$ cat src/rtl/mdm_pkg.sv
package mdm_pkg;
  localparam int NUM_LINES = 4;

  // line index inside a level/flag nibble
  localparam int LN_CTS = 0;
  localparam int LN_DSR = 1;
  localparam int LN_RI  = 2;
  localparam int LN_DCD = 3;

  // control word bit positions
  localparam int CB_DTR  = 0;
  localparam int CB_RTS  = 1;
  localparam int CB_AUX  = 2;
  localparam int CB_GATE = 3;
  localparam int CB_LOOP = 4;
  localparam int CTRL_W  = 5;

  typedef struct packed {
    logic primed;    // reference levels hold a valid sample
    logic clrFlags;  // status byte is being read this cycle
  } mdm_strobe_t;
endpackage

$ cat src/rtl/mdm_status_ctl.sv
module mdm_status_ctl
  import mdm_pkg::*;
#(
  parameter int SYNC_STAGES = 2
) (
  input  logic        clk,
  input  logic        rst_n,
  input  logic        statusRead,
  output mdm_strobe_t strb
);
  // one extra cycle so the reference register loads a real sample
  localparam int WARM   = SYNC_STAGES + 1;
  localparam int CNT_W  = $clog2(WARM + 1);

  logic [CNT_W-1:0] warmCnt;

  always_ff @(posedge clk or negedge rst_n) begin
    if (!rst_n) begin
      warmCnt <= '0;
    end else if (warmCnt != CNT_W'(WARM)) begin
      warmCnt <= warmCnt + 1'b1;
    end
  end

  always_comb begin
    strb.primed   = (warmCnt == CNT_W'(WARM));
    strb.clrFlags = statusRead;
  end

  // once primed, stays primed until the next reset
  assert_primed_holds_R8: assert property (@(posedge clk) disable iff (!rst_n)
    strb.primed |=> strb.primed);
endmodule

$ cat src/rtl/mdm_status_dp.sv
module mdm_status_dp
  import mdm_pkg::*;
#(
  parameter int SYNC_STAGES = 2
) (
  input  logic                 clk,
  input  logic                 rst_n,
  input  logic [NUM_LINES-1:0] extLines,
  input  logic [CTRL_W-1:0]    ctrlBits,
  input  mdm_strobe_t          strb,
  output logic [7:0]           statusByte,
  output logic                 anyChange
);
  logic [NUM_LINES-1:0] syncQ [SYNC_STAGES];
  logic [NUM_LINES-1:0] loopLines;
  logic [NUM_LINES-1:0] curLvl;
  logic [NUM_LINES-1:0] refLvl;
  logic [NUM_LINES-1:0] edgeHit;
  logic [NUM_LINES-1:0] chgFlags;

  always_ff @(posedge clk or negedge rst_n) begin
    if (!rst_n) begin
      for (int i = 0; i < SYNC_STAGES; i++) syncQ[i] <= '0;
    end else begin
      syncQ[0] <= extLines;
      for (int i = 1; i < SYNC_STAGES; i++) syncQ[i] <= syncQ[i-1];
    end
  end

  always_comb begin
    loopLines[LN_CTS] = ctrlBits[CB_RTS];
    loopLines[LN_DSR] = ctrlBits[CB_DTR];
    loopLines[LN_RI]  = ctrlBits[CB_AUX];
    loopLines[LN_DCD] = ctrlBits[CB_GATE];
    curLvl = ctrlBits[CB_LOOP] ? loopLines : syncQ[SYNC_STAGES-1];
  end

  genvar g;
  generate
    for (g = 0; g < NUM_LINES; g++) begin : g_edge
      if (g == LN_RI) begin : g_trail
        assign edgeHit[g] = strb.primed & refLvl[g] & ~curLvl[g];
      end else begin : g_any
        assign edgeHit[g] = strb.primed & (refLvl[g] ^ curLvl[g]);
      end
    end
  endgenerate

  always_ff @(posedge clk or negedge rst_n) begin
    if (!rst_n) begin
      refLvl   <= '0;
      chgFlags <= '0;
    end else begin
      refLvl   <= curLvl;
      chgFlags <= (strb.clrFlags ? '0 : chgFlags) | edgeHit;
    end
  end

  assign statusByte = {curLvl, chgFlags};
  assign anyChange  = |chgFlags;

  // no flag can exist before the reference levels are valid
  assert_no_early_flag_R8: assert property (@(posedge clk) disable iff (!rst_n)
    !strb.primed |-> (chgFlags == '0));

  // without a read, flags never drop
  assert_flags_sticky_R4: assert property (@(posedge clk) disable iff (!rst_n)
    !strb.clrFlags |=> ((chgFlags & $past(chgFlags)) == $past(chgFlags)));

  // a read leaves only freshly detected changes
  assert_read_clears_R5: assert property (@(posedge clk) disable iff (!rst_n)
    strb.clrFlags |=> ((chgFlags & ~$past(edgeHit)) == '0));

  // ring flag rises only after the ring level went from high to low
  assert_ri_trailing_R9: assert property (@(posedge clk) disable iff (!rst_n)
    $rose(chgFlags[LN_RI]) |-> ($past(refLvl[LN_RI]) && !$past(curLvl[LN_RI])));

  // in loopback the levels track the control word
  assert_loop_levels_R7: assert property (@(posedge clk) disable iff (!rst_n)
    ctrlBits[CB_LOOP] |-> (statusByte[7:4] ==
      {ctrlBits[CB_GATE], ctrlBits[CB_AUX], ctrlBits[CB_DTR], ctrlBits[CB_RTS]}));
endmodule

$ cat src/rtl/mdm_status_top.sv
module mdm_status_top
  import mdm_pkg::*;
#(
  parameter int SYNC_STAGES = 2
) (
  input  logic        clk,
  input  logic        rst_n,
  input  logic        ctsIn,
  input  logic        dsrIn,
  input  logic        riIn,
  input  logic        dcdIn,
  input  logic [4:0]  ctrlBits,
  input  logic        msIntEn,
  input  logic        statusRead,
  output logic [7:0]  statusByte,
  output logic        msIrq,
  output logic        dtrOut,
  output logic        rtsOut,
  output logic        auxOut,
  output logic        gateOut
);
  mdm_strobe_t          strb;
  logic                 anyChange;
  logic [NUM_LINES-1:0] extLines;
  logic                 loopOn;

  assign extLines = {dcdIn, riIn, dsrIn, ctsIn};
  assign loopOn   = ctrlBits[CB_LOOP];

  mdm_status_ctl #(.SYNC_STAGES(SYNC_STAGES)) i_ctl (
    .clk        (clk),
    .rst_n      (rst_n),
    .statusRead (statusRead),
    .strb       (strb)
  );

  mdm_status_dp #(.SYNC_STAGES(SYNC_STAGES)) i_dp (
    .clk        (clk),
    .rst_n      (rst_n),
    .extLines   (extLines),
    .ctrlBits   (ctrlBits),
    .strb       (strb),
    .statusByte (statusByte),
    .anyChange  (anyChange)
  );

  assign msIrq   = msIntEn & anyChange;
  assign dtrOut  = ctrlBits[CB_DTR]  & ~loopOn;
  assign rtsOut  = ctrlBits[CB_RTS]  & ~loopOn;
  assign auxOut  = ctrlBits[CB_AUX]  & ~loopOn;
  assign gateOut = ctrlBits[CB_GATE] & ~loopOn;

  // the request needs the enable
  assert_irq_gated_R3: assert property (@(posedge clk) disable iff (!rst_n)
    msIrq |-> msIntEn);

  // an enabled pending flag always requests
  assert_irq_raised_R3: assert property (@(posedge clk) disable iff (!rst_n)
    (msIntEn && statusByte[3:0] != 4'b0) |-> msIrq);

  // loopback silences the outputs
  assert_loop_quiet_R6: assert property (@(posedge clk) disable iff (!rst_n)
    loopOn |-> ({dtrOut, rtsOut, auxOut, gateOut} == 4'b0));
endmodule

$ cat config.mk
export PLATFORM = sky130hd
export DESIGN_NAME = mdm_status_top
export DESIGN_NICKNAME = d
export VERILOG_FILES = /design/src/rtl/mdm_pkg.sv /design/src/rtl/mdm_status_ctl.sv /design/src/rtl/mdm_status_dp.sv /design/src/rtl/mdm_status_top.sv
export SDC_FILE = /design/constraint.sdc
export NUM_CORES = 1
export LEC_CHECK = 0
export BUFFER_PORTS_ARGS = -buffer_cell sky130_fd_sc_hd__buf_2
export CAP_MARGIN = 25
export CORE_MARGIN = 3
export CORE_UTILIZATION = 49
export DETAILED_ROUTE_END_ITERATION = 16
export PLACE_DENSITY = 0.8
export SYNTH_ARGS = -nofsm -noshare
export SYNTH_HDL_FRONTEND = slang
export SYNTH_SLANG_ARGS = --single-unit
$ cat constraint.sdc
create_clock -name clk -period 2 [get_ports clk]
set_clock_uncertainty 0.05 [all_clocks]
set_input_delay 0.4 -clock clk [delete_from_list [all_inputs] [get_ports clk]]
set_output_delay 0.4 -clock clk [all_outputs]
set_load 0.02 [all_outputs]
==> reports/metrics.yaml, run 1 <==
cts:
  cts_root_buffer: "clkbuf_4"
  cts_tree: "yes"
  path_clk_slew_ns: 0.09
  cts_made_buffers: 3
  htree_levels: 1
  clk_latency_ns: 0.28
  clock_sinks: 18
  clock_path_buffers: 2
die:
  core_mm2: 0.001216
  rows: 12
  initial_core_util_pct: 57.10
  die_h_um: 43.65
  io_pins: 26
  fp.dieW_um: 43.65
  die-area_mm2: 0.001905
min_path:
  min_path_type: "input port to register"
  min-delay-start: "riIn"
  hold_depth: 1
  hold_path_end: "i_dp.syncQ[6]"
sta:
  setup_viol_count_final: 0
  slew-limit-headroom_pct: 74.50
  fin_crit_ns: 1.710
  fin_crit_sh_pct: 85.48
  tns_ns: 0
  slew_viol_final: 0
  worst_slew_pin_slew_ns: 0.3825
  rsz0062_at_grt: "no"
  finalHoldViolations: 0
  clock.fmax_mhz: 584.9
  whs_ns: 0.1744
route:
  via_per_inst: 4.944
  vias: 440
  drtIter0Drc: 2
  ant_nets: 0
  remaining_drc_errors: 0
  wl_um: 1100
  first_pass_iters: 2
  wl_per_cell_um: 12.36
pwr:
  power.total_uw: 677.6
  p_leak_nw: 0.4424
  power_density_mw_per_mm2: 789.5
  vdd_ir_drop_max_uv: 511.2
cells_and_area:
  fillers: 85
  regArea_um2: 450.4
  multiInputGateArea_um2: 217.7
  finalNetCount: 92
  layout-drive-gt1-share_pct: 49.33
  diodes: 0
  utilization_pct: 70.58
  syn2layout_area_growth_pct: 23.60
logic_synthesis:
  synth-xor-area-share_pct: 1.261
  syn_area_per_cell_um2: 14.77
  synth-simple-area-share_pct: 10.45
  syn_nets: 62
  muxShareOfSynthArea_pct: 9.730
  netlist_area_um2: 694.4
  synth-warning-count: 0
  synth_top_family_by_area: "simple AND/OR/NAND/NOR gates"
  ys_types: 13
  synth_compound_area_share_pct: 6.306
  ys_seq_area_share_pct: 64.86
  synth_fa_ha_area_share_pct: 3.604
  synth_seq_cells: 18
  syn_inst: 47
global_routing:
  grt_pass1_vias: 447
  grt_max_degree: 19
  grt_pass1_wl_um: 1787
  antenna_found_initial: 0
  grt_use_total_pct: 12.95
  overflow: 0
setup_path:
  cp.required_ns: 1.55
  timing.rr.start: "i_ctl.warmCnt[0]"
  ff2ff_setup_slack_ns: 0.85
  critPathArrivalTime_ns: 1.26
  path_cells: "o41a_1 > buf_2"
  cp_slowest_cell: "o41a_1"
  endpoint_kind: "primary output"
  timing.rr.end: "i_ctl.warmCnt[1]"
  start_kind: "register"
  r2r_cells: 2
  max_stage_delay_ns: 0.42
  path_class: "register to primary output"
  path_max_fanout: 3
placement:
  portBuffers: 25
  gp_congestion: 0.7326
run_status:
  status: "finished clean"
flow_run:
  cap_violations: 0
-- sequential cells by signal (all words and copies together) (netlist names) --
name	flops
i_dp.syncQ	8
i_dp.chgFlags	4
i_dp.refLvl	4
i_ctl.warmCnt	2
-- synthesized netlist by cell type (all sizes together) --
cell | n | area, um^2
buf | 1 | 11.26
inv | 4 | 15.01
nand2 | 4 | 15.01
and2b | 4 | 35.03
mux2 | 5 | 67.56
dfrtp | 18 | 450.4
nand3b | 3 | 22.52
o22ai | 1 | 6.260
xnor2 | 1 | 8.760
o221ai | 3 | 26.28
o41a | 1 | 11.26
ha | 2 | 25.02
-- cell type report --
class	count	area share [%]
multi-input combinational	24	25.36
sequential	18	52.48
inverter	4	1.749
timing repair buffer	26	15.74
tap	14	2.041
clock buffer	3	2.624
-- cells by family after synthesis --
| family | after synthesis |
|---|---|
| adder cells (fa/ha/maj) | 2 |
| flip-flops | 18 |
| AND/OR/NAND/NOR | 11 |
| AO/OA/AOI/OAI | 5 |
| buffers and inverters | 5 |
| XOR/XNOR | 1 |
| multiplexers | 5 |
-- critical path, delay by kind of cell, from the launching register on --
kind	cells	cell delay [ns]
buffers and inverters	1	0.16
DFF	1	0.40
AOI/OAI and AO/OA	1	0.42
-- layer usage --
metal  routed length [um]  global-route usage, %
met1                  424                  13.71
met2                  605                  23.55
met3                   69                  3.734
met4                    0                  5.422
met5                    0                      0
-- placed cells by master (no fill, tap or decap), drive strengths merged --
master       synthesis  final
nand3b               3      3
dfrtp               18     18
ha                   2      2
xnor2                1      1
nand2                4      4
o221ai               3      3
and2b                4      4
mux2                 5      5
clkbuf               0      3
o22ai                1      1
buf                  1     25
o41a                 1      1
inv                  4      4
dlygate4sd3          0      1
-- per-stage QoR --
stage / cell area, um^2 / instances / worst slack, ns
after floorplan: 694.4 / 47 / 0.5767
after global placement: 825.8 / 85 / 0.4460
after detailed placement: 825.8 / 85 / 0.4378
after CTS: 858.3 / 89 / 0.2659
after global routing: 858.3 / 89 / 0.2423
final: 858.3 / 89 / 0.2904
-- worst max path at each step --
| stage | start | slack [ns] | depth (start not counted) | to |
|---|---|---|---|---|
| 2_1_floorplan | i_dp.chgFlags[1] | 0.58 | 1 | msIrq |
| 3_3_place_gp | ctrlBits[4] | 0.45 | 3 | statusByte[6] |
| 3_5_place_dp | ctrlBits[4] | 0.44 | 3 | statusByte[6] |
| 4_1_cts | i_dp.chgFlags[1] | 0.27 | 2 | msIrq |
| 6_report | i_dp.chgFlags[1] | 0.29 | 2 | msIrq |
| 5_1_grt | i_dp.chgFlags[1] | 0.24 | 2 | msIrq |
-- report_power, final --
group,total [mW],internal (mW),switching [mW],leakage (nW)
sequential,0.400,0.389,0.0116,0.203
combinational,0.113,0.0484,0.0645,0.226
clock,0.165,0.0697,0.0948,0.0138
total,0.678,0.507,0.171,0.442
-- timing repair --
| item | 4_1_cts | 5_1_grt |
|---|---|---|
| hold buffers | 1 | 0 |
| buffers inserted | 0 | 0 |
| gates resized for setup | 0 | 0 |
| endpoints found under the hold margin | 18 | 0 |
Note: power is estimated with default switching activity, not from simulation.
==> run 2, diff against run 1 <==
--- a/config.mk
+++ b/config.mk
@@ -10,7 +10,7 @@
 export CORE_MARGIN = 3
 export CORE_UTILIZATION = 49
 export DETAILED_ROUTE_END_ITERATION = 16
-export PLACE_DENSITY = 0.8
+export PLACE_DENSITY = 0.91
 export SYNTH_ARGS = -nofsm -noshare
 export SYNTH_HDL_FRONTEND = slang
 export SYNTH_SLANG_ARGS = --single-unit
==> reports/metrics.yaml, run 2 (synthesis gave the netlist of run 1 again) <==
sta:
  whs_ns: 0.1717
  fin_crit_sh_pct: 85.33
  clock.fmax_mhz: 586.0
  fin_crit_ns: 1.707
  worst_slew_pin_slew_ns: 0.3807
  rsz0062_at_grt: "no"
  slew-limit-headroom_pct: 74.62
  slew_viol_final: 0
  tns_ns: 0
  setup_viol_count_final: 0
  finalHoldViolations: 0
route:
  drtIter0Drc: 2
  first_pass_iters: 2
  ant_nets: 0
  remaining_drc_errors: 0
  wl_per_cell_um: 12.54
  vias: 454
  via_per_inst: 5.101
  wl_um: 1116
die:
  die_h_um: 43.65
  die-area_mm2: 0.001905
  fp.dieW_um: 43.65
  initial_core_util_pct: 57.10
  io_pins: 26
  core_mm2: 0.001216
  rows: 12
run_status:
  status: "finished clean"
cells_and_area:
  largest-register: "i_dp.syncQ"
  finalNetCount: 92
  utilization_pct: 70.58
  final_cell_mix: "buf_2 (25), dfrtp_1 (18), inv_1 (4), nand2_1 (4), and2b_2 (4)"
  syn2layout_area_growth_pct: 23.60
  fillers: 82
  largest_reg_flops: 8
  diodes: 0
  largestRegisters: "i_dp.syncQ (8), i_dp.chgFlags (4), i_dp.refLvl (4)"
  layout-drive-gt1-share_pct: 49.33
  final_common_cell: "buf_2"
setup_path:
  path_max_fanout: 3
  max_stage_delay_ns: 0.42
  critPathArrivalTime_ns: 1.26
  endpoint_kind: "primary output"
  cp_slowest_cell: "o41a_1"
  critPathTopFamily: "compound AO/OA/AOI/OAI gates"
  cp.required_ns: 1.55
  path_class: "register to primary output"
  path_buf_inv: 1
  path_cells: "o41a_1 > buf_2"
  start_kind: "register"
cts:
  cts_resized: 0
  clock_sinks: 18
  path_clk_slew_ns: 0.09
  clk_latency_ns: 0.28
  cts_tree: "yes"
  clock_path_buffers: 2
  htree_levels: 1
  cts_made_buffers: 3
  cts_root_buffer: "clkbuf_4"
placement:
  hpwlAfterDp_um: 895.8
  portBuffers: 25
  gp_congestion: 0.6640
global_routing:
  grt_max_degree: 19
  grt_pass1_vias: 475
  grt_use_total_pct: 13.97
  antenna_found_initial: 0
  overflow: 0
  grt_pass1_wl_um: 1904
pwr:
  vdd_ir_drop_max_uv: 536.0
  power_density_mw_per_mm2: 794.2
  p_leak_nw: 0.4424
min_path:
  min_path_type: "input port to register"
flow_run:
  cap_violations: 0
==> run 2: cell counts in the layout (fill, tap and decap cells not counted) <==
No cell type changed its count.
==> run 2: final cells by class <==
class	instances	area (um^2)	share of cell area (%)
well taps	14	17.52	2.041
clock buffers	3	22.52	2.624
repair buffers	26	135.1	15.74
flip-flops and latches	18	450.4	52.48
multi-input cells	24	217.7	25.36
inverters	4	15.01	1.749
==> run 2: path summary, 6_finish.rpt <==
check	startpoint	depth (start not counted)	slack, ns	to
max in group asynchronous	rst_n	2	1.12	i_dp.syncQ[2]
worst max-delay path	i_dp.chgFlags[1]	2	0.29	msIrq
min in group asynchronous	rst_n	2	0.51	i_dp.chgFlags[1]
worst max register to register	i_ctl.warmCnt[0]	2	0.85	i_ctl.warmCnt[1]
worst min register to register	i_dp.syncQ[5]	0	0.31	i_dp.syncQ[1]
worst min-delay path	ctsIn	1	0.17	i_dp.syncQ[4]
==> run 2: timing repair <==
| action | 4_1_cts | 5_1_grt |
|---|---|---|
| setup endpoints to repair | 0 | 0 |
| hold buffers | 1 | 0 |
| buffers inserted | 0 | 0 |
| hold endpoints to repair | 18 | 0 |
==> run 2: per-stage QoR <==
step	instances	area [um^2]	setup slack, ns	total power [mW]
after global routing	89	858.3	0.2196	0.7238
after CTS	89	858.3	0.2642	0.6930
after global placement	85	825.8	0.4375	0.5173
after floorplan	47	694.4	0.5767	0.4758
final	89	858.3	0.2935	0.6817
after detailed placement	85	825.8	0.4275	0.5225
==> run 2: metal layers <==
layer / GRT usage (%) / routed length [um]
met4: 9.036 / 13
met3: 4.149 / 96
met2: 24.71 / 577
met5: 0 / 0
met1: 13.90 / 428
==> run 2: power by group <==
part	total [mW]	internal, mW	switching (mW)
Clock	0.168	0.0697	0.0979
Sequential	0.401	0.389	0.0124
Combinational	0.113	0.0484	0.0648
Total	0.682	0.507	0.175
==> run 3, diff against run 2 <==
--- a/config.mk
+++ b/config.mk
@@ -5,12 +5,14 @@
 export SDC_FILE = /design/constraint.sdc
 export NUM_CORES = 1
 export LEC_CHECK = 0
+export ABC_AREA = 1
 export BUFFER_PORTS_ARGS = -buffer_cell sky130_fd_sc_hd__buf_2
 export CAP_MARGIN = 25
 export CORE_MARGIN = 3
-export CORE_UTILIZATION = 49
+export CORE_UTILIZATION = 54
+export CTS_BUF_LIST = sky130_fd_sc_hd__clkbuf_2 sky130_fd_sc_hd__clkbuf_4 sky130_fd_sc_hd__clkbuf_8
 export DETAILED_ROUTE_END_ITERATION = 16
-export PLACE_DENSITY = 0.91
+export PLACE_DENSITY = 0.95
 export SYNTH_ARGS = -nofsm -noshare
 export SYNTH_HDL_FRONTEND = slang
 export SYNTH_SLANG_ARGS = --single-unit
==> reports/metrics.yaml, run 3 <==
cts:
  clock_path_buffers: 2
  cts_made_buffers: 3
  clk_latency_ns: 0.27
  cts_tree: "yes"
  cts_root_buffer: "clkbuf_4"
  htree_levels: 1
  path_clk_slew_ns: 0.09
  clock_sinks: 18
  cts_resized: 0
placement:
  gp_congestion: 0.7616
  portBuffers: 25
  placed_area_um2: 889.6
  pre_cts_ws_ns: 0.4188
  hpwlAfterDp_um: 1225
logic_synthesis:
  synth-async-reset-ratio_pct: 100.0
  syn_nets: 92
  syn_inst: 77
  netlist_area_um2: 758.2
  ys_types: 15
  yosysMostFrequentCell: "nand2_1"
  synth-warning-count: 0
  synth.top_cell.area_share_pct: 59.41
  synth_seq_cells: 18
  synth_top_area_cell: "dfrtp_1"
  synthTopCellsByCount: "nand2_1 (21), dfrtp_1 (18), inv_1 (11)"
  synth_ff_type: "dfrtp_1"
  syn_area_per_cell_um2: 9.847
  ys_seq_area_share_pct: 59.41
  synth_area_leaders: "dfrtp_1 (59%), nand2_1 (10%), inv_1 (5.4%)"
  synth_edf_count: 0
global_routing:
  grt_pass1_wl_um: 2318
  grt_max_degree: 19
  grt_use_total_pct: 17.11
  antenna_found_initial: 0
  overflow: 0
  grt_pass1_vias: 546
setup_path:
  path_max_fanout: 11
  ff2ff_setup_slack_ns: 0.83
  critPathArrivalTime_ns: 1.15
  timing.rr.start: "i_ctl.warmCnt[0]"
  timing.rr.end: "i_ctl.warmCnt[1]"
  start_kind: "input port"
  cp.required_ns: 1.55
  path_class: "input port to primary output"
  endpoint_kind: "primary output"
  r2r_cells: 2
route:
  ant_nets: 0
  drtIter0Drc: 6
  vias: 591
  wl_um: 1513
  wl_per_cell_um: 12.71
  via_per_inst: 4.966
  first_pass_iters: 4
  remaining_drc_errors: 0
pwr:
  pwr-share-comb_pct: 18.1
  p_switching_uw: 191.3
  p_leak_nw: 0.5185
  power_density_mw_per_mm2: 751.4
  pwr-share-seq_pct: 58.1
  p_int_uw: 501.6
  vdd_ir_drop_max_uv: 502.7
  p_sw_share_pct: 27.61
  power_frac_clock_pct: 23.7
  power.total_uw: 692.9
cells_and_area:
  final_area_um2: 922.1
  layout-drive-gt1-share_pct: 35.24
  diodes: 0
  fillers: 86
  final_cell_mix: "buf_2 (25), nand2_1 (21), dfrtp_1 (18)"
  multiInputGateArea_um2: 251.5
  largestRegisters: "i_dp.syncQ (8), i_dp.chgFlags (4), i_dp.refLvl (4)"
  finalNetCount: 122
  regArea_um2: 450.4
  syn2layout_area_growth_pct: 21.62
  largest_reg_flops: 8
  largest-register: "i_dp.syncQ"
  final_common_cell: "buf_2"
die:
  die-area_mm2: 0.001890
  io_pins: 26
  initial_core_util_pct: 63.12
  rows: 12
  core_mm2: 0.001201
  fp.dieW_um: 43.47
  die_h_um: 43.47
sta:
  slew-limit-headroom_pct: 74.56
  clock.fmax_mhz: 625.7
  tns_ns: 0
  worst_slew_pin_slew_ns: 0.3816
  whs_ns: 0.1733
  setup_ws_ns: 0.4018
  rsz0062_at_grt: "no"
  setup_viol_count_final: 0
  finalHoldViolations: 0
  fin_crit_ns: 1.598
  slew_viol_final: 0
  fin_crit_sh_pct: 79.91
min_path:
  hold_path_end: "i_dp.syncQ[6]"
  min_path_type: "input port to register"
  min-delay-start: "riIn"
  hold_depth: 1
flow_run:
  cap_violations: 0
run_status:
  status: "finished clean"
[run 3: final cells by class]
type                            instances  area share [%]
Clock buffer                            3           2.442
Inverter                               12           4.885
Multi-Input combinational cell         46           27.27
Sequential cell                        18           48.85
Tap cell                               14           1.900
Timing Repair Buffer                   26           14.65
[run 3: worst max path at each step]
stage / startpoint / end / slack (ns) / cells past startpoint
after floorplan: i_dp.chgFlags[3] / msIrq / 0.52 / 2
after global placement: ctrlBits[4] / statusByte[6] / 0.47 / 4
after detailed placement: ctrlBits[4] / statusByte[6] / 0.42 / 4
after CTS: ctrlBits[4] / statusByte[6] / 0.42 / 4
after global routing: ctrlBits[4] / statusByte[6] / 0.37 / 4
final: ctrlBits[4] / statusByte[6] / 0.40 / 4
[run 3: timing repair]
item                                   CTS  global route
hold buffers                             1             0
endpoints found under the hold margin   18             0
setup buffers                            0             0
[run 3: power groups by stage]
stage	clock (mW)	sequential, mW	combinational [mW]
2_1_floorplan	0	0.419	0.0633
3_3_place_gp	0	0.408	0.120
3_5_place_dp	0	0.410	0.125
4_1_cts	0.170	0.403	0.127
5_1_grt	0.191	0.406	0.136
6_report	0.164	0.403	0.126
[run 3: cells by family after synthesis]
logic type | count (synthesis) | share of synthesized area, %
simple gates | 39 | 24.42
flops | 18 | 59.41
buf+inv | 13 | 7.425
compound gates | 3 | 2.805
fa+ha+maj | 2 | 3.300
xor+xnor | 1 | 1.155
mux | 1 | 1.485
[run 3: critical path, stage by stage]
cell	delay [ns]
buf_2	0.22
inv_2	0.12
o21ai_2	0.21
buf_2	0.20
[run 3: per-layer routing]
metal | global-route usage, % | up-vias | part of all wire [%]
met5 | 0 | - | 0
met4 | 10.84 | 0 | 4.0
met3 | 3.734 | 8 | 6.1
met2 | 28.91 | 28 | 53
met1 | 19.41 | 263 | 37
li1 | - | 292 | -
[run 3: through the flow]
step | utilization, % | cells
floorplan | - | 77
global placement | 74.06 | 115
detailed placement | 74.06 | 115
CTS | 76.77 | 119
global route | 76.77 | 119
finish | 76.77 | 119
